==> src/rtl/cfgchk_pkg.sv <==
package cfgchk_pkg;
  localparam int          CMD_WORDS     = 11;
  localparam int          CMD_ADDR_SLOT = 6;
  localparam logic [31:0] CMD_BASE      = 32'hA5C3_0000;
  localparam logic [31:0] LIST_END      = 32'hFFFF_FFFF;
  localparam logic [31:0] CRC_POLY_R    = 32'hEDB8_8320;

  typedef enum logic [2:0] {
    ST_IDLE, ST_FETCH, ST_CMD, ST_DATA, ST_FIN
  } seq_state_t;

  // fold one word into a reflected CRC-32, bit 0 first
  function automatic logic [31:0] crc32_word(input logic [31:0] c, input logic [31:0] d);
    logic [31:0] r;
    r = c;
    for (int i = 0; i < 32; i++) begin
      if ((r[0] ^ d[i]) == 1'b1) r = (r >> 1) ^ CRC_POLY_R;
      else                       r = r >> 1;
    end
    return r;
  endfunction

  function automatic logic [31:0] cmd_word(input int unsigned k, input logic [31:0] addr);
    if (k == CMD_ADDR_SLOT) return addr;
    return CMD_BASE + k;
  endfunction
endpackage

==> src/rtl/cfgchk_seq.sv <==
module cfgchk_seq
  import cfgchk_pkg::*;
#(
  parameter int FRAME_WORDS = 4,
  parameter int DEPTH = 8,
  localparam int AW = (DEPTH > 1) ? $clog2(DEPTH) : 1,
  localparam int IW = AW + 1,
  localparam int CW = $clog2(CMD_WORDS),
  localparam int WW = (FRAME_WORDS > 1) ? $clog2(FRAME_WORDS) : 1
) (
  input  logic          clk,
  input  logic          rst_n,
  input  logic          run,
  output logic [AW-1:0] list_idx,
  input  logic [31:0]   list_entry,
  output logic          cmd_valid,
  input  logic          cmd_ready,
  output logic [31:0]   cmd_data,
  input  logic          rd_valid,
  output logic          rd_ready,
  output logic          crc_clear,
  output logic          crc_upd,
  output logic          pass_fin
);
  seq_state_t    st;
  logic [IW-1:0] idx;
  logic [CW-1:0] ccnt;
  logic [WW-1:0] wcnt;
  logic [31:0]   far;
  logic          list_end;
  logic          cmd_last;
  logic          word_last;

  assign list_idx  = idx[AW-1:0];
  assign list_end  = (idx == IW'(DEPTH)) || (list_entry == LIST_END);
  assign cmd_last  = (ccnt == CW'(CMD_WORDS - 1));
  assign word_last = (wcnt == WW'(FRAME_WORDS - 1));
  assign cmd_valid = (st == ST_CMD);
  assign cmd_data  = cmd_word(int'(ccnt), far);
  assign rd_ready  = (st == ST_DATA);
  assign crc_clear = (st == ST_IDLE) && run;
  assign crc_upd   = rd_valid && rd_ready;
  assign pass_fin  = (st == ST_FIN);

  always_ff @(posedge clk) begin
    if (!rst_n) begin
      st   <= ST_IDLE;
      idx  <= '0;
      ccnt <= '0;
      wcnt <= '0;
      far  <= '0;
    end else begin
      unique case (st)
        ST_IDLE: if (run) begin
          idx <= '0;
          st  <= ST_FETCH;
        end
        ST_FETCH: if (list_end) st <= ST_FIN;
        else begin
          far  <= list_entry;
          ccnt <= '0;
          st   <= ST_CMD;
        end
        ST_CMD: if (cmd_ready) begin
          if (cmd_last) begin
            wcnt <= '0;
            st   <= ST_DATA;
          end else ccnt <= ccnt + 1'b1;
        end
        ST_DATA: if (rd_valid) begin
          if (word_last) begin
            idx <= idx + 1'b1;
            st  <= ST_FETCH;
          end else wcnt <= wcnt + 1'b1;
        end
        ST_FIN: st <= ST_IDLE;
        default: st <= ST_IDLE;
      endcase
    end
  end


  cmd_hold_chk: assert property (@(posedge clk) disable iff (!rst_n)
    cmd_valid && !cmd_ready |=> cmd_valid && $stable(cmd_data));

  phase_excl_chk: assert property (@(posedge clk) disable iff (!rst_n)
    !(cmd_valid && rd_ready));

  frame_end_chk: assert property (@(posedge clk) disable iff (!rst_n)
    crc_upd && word_last |=> !rd_ready && !cmd_valid);

  pass_pulse_chk: assert property (@(posedge clk) disable iff (!rst_n)
    pass_fin |=> !pass_fin);

  idle_quiet_chk: assert property (@(posedge clk) disable iff (!rst_n)
    (st == ST_IDLE) && !run |=> !cmd_valid && !rd_ready && !pass_fin);
endmodule

==> config.mk <==
export PLATFORM = sky130hd
export DESIGN_NAME = cfgchk_seq
export DESIGN_NICKNAME = d
export VERILOG_FILES = /design/src/rtl/cfgchk_pkg.sv /design/src/rtl/cfgchk_seq.sv
export SDC_FILE = /design/constraint.sdc
export NUM_CORES = 1
export LEC_CHECK = 0
export BUFFER_PORTS_ARGS = -buffer_cell sky130_fd_sc_hd__buf_2
export CORE_ASPECT_RATIO = 1.1
export CORE_MARGIN = 10
export CORE_UTILIZATION = 51
export DETAILED_ROUTE_END_ITERATION = 8
export PLACE_DENSITY = 0.84
export SYNTH_ARGS = -nofsm -noshare
export SYNTH_HDL_FRONTEND = slang
export SYNTH_SLANG_ARGS = --single-unit
==> constraint.sdc <==
create_clock -name clk -period 1.9 [get_ports clk]
set_clock_uncertainty 0.05 [all_clocks]
set_input_delay 0.285 -clock clk [delete_from_list [all_inputs] [get_ports clk]]
set_output_delay 0.285 -clock clk [all_outputs]
set_load 0.01 [all_outputs]
# Word-level counts from Yosys, hierarchy flattened

Index checks and enable logic that the tools add are counted.

Bits in registers: 45
Input bits: 37
Output and inout bits: 40
Logic and storage cells: 62

Add/subtract/negate cells: 4
Equal/unequal tests: 17
Mux-type cells: 23
Bitwise operators: 1
Reduce and logical (&&, ||, !) cells: 12

Operators with widths:

| operator              | count |
|---|---|
| $mux 32               | 2 |
| $add 32x4->32 const A | 1 |
| $eq 32x32->1 const B  | 1 |
| $mux 4                | 6 |
| $mux 3                | 6 |
| $pmux 4 s2            | 2 |
| $pmux 3 s4            | 1 |
| $ne 2x2->1 const B    | 5 |
| $reduce_and 5->1      | 2 |
| $add 4x1->4 const B   | 2 |
| $eq 4x4->1 const B    | 2 |
| $mux 2                | 4 |
| $reduce_and 4->1      | 2 |
| $eq 3x2->1 const B    | 2 |
| $ne 2x1->1 const B    | 3 |
| $reduce_bool 2->1     | 3 |
| $eq 4x3->1 const B    | 1 |
| $pmux 2 s2            | 1 |
| $eq 3x1->1 const B    | 1 |
| $eq 3x3->1 const B    | 1 |
| $logic_not 3->1       | 1 |
| $add 2x1->2 const B   | 1 |
| $eq 2x2->1 const B    | 1 |
| $logic_and 1x1->1     | 2 |
| other kinds (4)       | 4 |

# Logic depth before layout (Yosys ltp)

Depth after elaboration: 4
Depth in mapped cells: 7
Depth with buffers taken out: 7

# Worst setup path before layout

Ideal clock, no wire load.

Path kind: register -> output
From: register ccnt[0]
To: output cmd_data[0]
Arrival: 1.345 ns
Data required time: 1.565 ns
Setup slack: 0.220 ns
Cell stages (with the launch flop): 8
Path buffers: 1
Cell sequence: dfxtp_1 inv_1 ha_1 nand2_1 nor2_1 clkbuf_1 nand2_1 o21ai_0

Cells in the longest elaborated chain, start to end: 3
Elaborated cells between the ends (all ways): 4

RTL lines:

| element                                                               | RTL line         | source |
|---|---|---|
| start: declaration                                                    | cfgchk_seq.sv:27 | `logic [CW-1:0] ccnt;` |
| start signal: assignment                                              | cfgchk_seq.sv:68 | `end else ccnt <= ccnt + 1'b1;` |
| parallel branches: the longest is 2 deep, another holds $add 32x4->32 | --               |  |
| $mux 32 (*)                                                           | cfgchk_pkg.sv:25 | `return CMD_BASE + k;` |
| end: declaration                                                      | cfgchk_seq.sv:18 | `output logic [31:0] cmd_data,` |

Mark *: on every way between the ends.

# Worst setup path in the final report

From: register ccnt[0]
To: output cmd_data[6]

The elaborated chain is that of the path after synthesis.

==> flow_summary.ini <==
[floorplan]
die_x_um = 86.69
fp-row-count = 26
io_pins = 77
dieArea_sq_um = 8092
start_util = 0.5326
core_sq_um = 4684
die_h_um = 93.36

[layout]
final_nets = 403
antennaDiodeCount = 0
fin_cells = 418
final_common_cell = buf_2
regArea_sq_um = 907.1
multi_input_area_sq_um = 1505
design_area_sq_um = 3272
final_cell_mix = 62 x buf_2, 42 x dfxtp_1, 36 x nand3_1
areaGrowthSynthToFinish_pct = 31.14
fillers = 372
layout-drive-gt1-share = 0.4227

[critical_path]
endpoint_kind = output port
rr_endpoint = far[23]$_SDFFE_PN0P_
crit_required_ps = 1560
crit_arrival_ps = 1550
worst_r2r_path_depth = 6
worstPathMaxFanout = 5
timing.rr.start = idx[0]$_SDFFE_PN0P_
start_kind = flop
r2r_slack_ps = 170
criticalPathCategory = reg -> out
worstSetupStartpoint = ccnt[0]$_SDFFE_PN0P_

[clocking]
clock-root-buffer = clkbuf_8
cts_buffer_depth = 2
holdBufCountCts = 0
path_clk_slew_ps = 80
insertion_delay_ps = 300
h-tree-depth = 2
clock_sinks = 45
cts_buffers = 5
cts_tree = done

[synth]
synth_edf_count = 0
synth_area_sq_um = 2495
synth_top_area_frac = 0.3611
synth_area_per_cell_sq_um = 8.816
yosys-top-cells-area = dfxtp_1 36%, a21boi_2 8.6%, nand3_1 7.2%, and2_1 5.8%, o21ai_1 5.4%
ys_seq_area_frac = 0.3611
yosysTopAreaCell = dfxtp_1
synthFlopType = dfxtp_1
synth_cell_types = 45
ys_warn_count = 0
synth_nets = 325
synthCells = 283
async_flop_share = 0
synth-seq-cells = 45

[run_status]
status = finished, final reports clean

[sta]
hold_viol = 0
rsz0062_at_grt = true
drv_slew = 0
setup_viol_count_final = 0
setup_slack_ps = 14.75
max-slew-margin-rel = 0.6766
period_share = 0.9922
holdWs_ps = 193.9
min_period_ps = 1885
fmax_ghz = 0.5304
max_slew.worst_pin.slew_ps = 480.0

[global_routing]
grt.busiest_layer = met2
use_met1 = 0.1996
use_met2 = 0.2925
grtUsageMet3 = 0.04601
grt_use_total = 0.1677
grt_pass1_wl_um = 11280
grt_max_degree = 24
grt_pass1_vias = 2419
grt.overflow.total = 0
antenna_found_initial = 0

[route]
num_vias = 2380
detail_route.wl_per_cell_um = 17.67
routed_wl_um = 7387
dr.pass1.iters = 4
drt-initial-drc-count = 198
drcViolationCount = 0
ant_nets = 0
vias_per_cell = 5.694

[placed_design]
dp.cells = 403
place.gp.congestion = 0.7945
place_hpwl_um = 5070
io_buffer_count = 76
placed_area_sq_um = 2925
dpl_worst_slack_ps = 90.65

[hold_path]
hold_path_depth = 3
hp-start = list_entry[19]
holdPathEnd = far[19]$_SDFFE_PN0P_
min_path_type = in -> reg

[power_and_ir_drop]
power_density_nw_per_um2 = 617.3
worst_ir_drop_vdd_mv = 0.4947
p_leak_nw = 1.355

[flow_run]
maxCapViolations = 0
## sequential cells by signal (all words and copies together), names as in the netlist
register,cells
wcnt,2
idx,4
st,3
ccnt,4
far,32
## cell families after synthesis
kind of cell,synth area share
simple gates,0.2683
compound gates,0.2553
flops,0.3611
buf+inv,0.06319
fa+ha+maj,0.02508
mux,0.01655
xor+xnor,0.01053
## cells in the mapped netlist (5+ instances only)
| master | instances |
|---|---|
| a21boi_1 | 11 |
| a21boi_2 | 19 |
| and2_1 | 23 |
| buf_2 | 8 |
| clkbuf_1 | 7 |
| dfxtp_1 | 45 |
| ha_1 | 5 |
| nand2_1 | 8 |
| nand3_1 | 36 |
| nand3b_1 | 5 |
| nand4_1 | 10 |
| nor2_1 | 9 |
| o21ai_0 | 7 |
| o21ai_1 | 27 |
| or3_1 | 8 |
## how the worst max path moves through the flow
stage	cells after the start	endpoint	slack, ps
after floorplan	7	cmd_data[0]	220
after global placement	6	far[26]$_SDFFE_PN0P_	160
after detailed placement	8	cmd_data[0]	90
after CTS	6	cmd_data[1]	1
after global routing	7	cmd_data[6]	-50
final	7	cmd_data[6]	10
## routing by layer
metal,up-vias,part of all wire,wire length (um)
met4,0,0.0053,39
met5,-,0,0
met2,86,0.51,3749
met3,4,0.061,451
li1,1165,-,-
met1,1125,0.43,3146
## report_power, final
part | internal, mW | switching, mW
clock | 0.429 | 0.328
sequential | 0.982 | 0.0293
combinational | 0.115 | 0.136
total | 1.53 | 0.493
## stage by stage
| stage | util | TNS (ps) | power, mW |
|---|---|---|---|
| floorplan | - | 0 | 1.187 |
| global placement | 0.6245 | 0 | 1.272 |
| detailed placement | 0.6245 | 0 | 1.278 |
| CTS | 0.6653 | 0 | 2.018 |
| global route | 0.6985 | -756.3 | 2.095 |
| finish | 0.6985 | 0 | 2.020 |
## timing repair
item	in CTS	in global routing
resized for setup	14	34
endpoints found under the setup margin	30	31
gates cloned	1	2
pin swaps	1	10
setup buffers	3	1
## critical path: stages, from the launching register on
cell and delay [ps]:
dfxtp_2 330, inv_2 70, ha_4 140, nand2_4 60, nor2_4 190, buf_4 190
and2_1 140, buf_2 130
## final cells by class
type                    instances  share of cell area
repair buffers                 96              0.2011
clock inverters                 1            0.009178
flip-flops and latches         45              0.2772
inverters                       4            0.004589
multi-input cells             209              0.4600
well taps                      56             0.02141
clock buffers                   7             0.02639
Note: power is estimated with default switching activity, not from simulation.
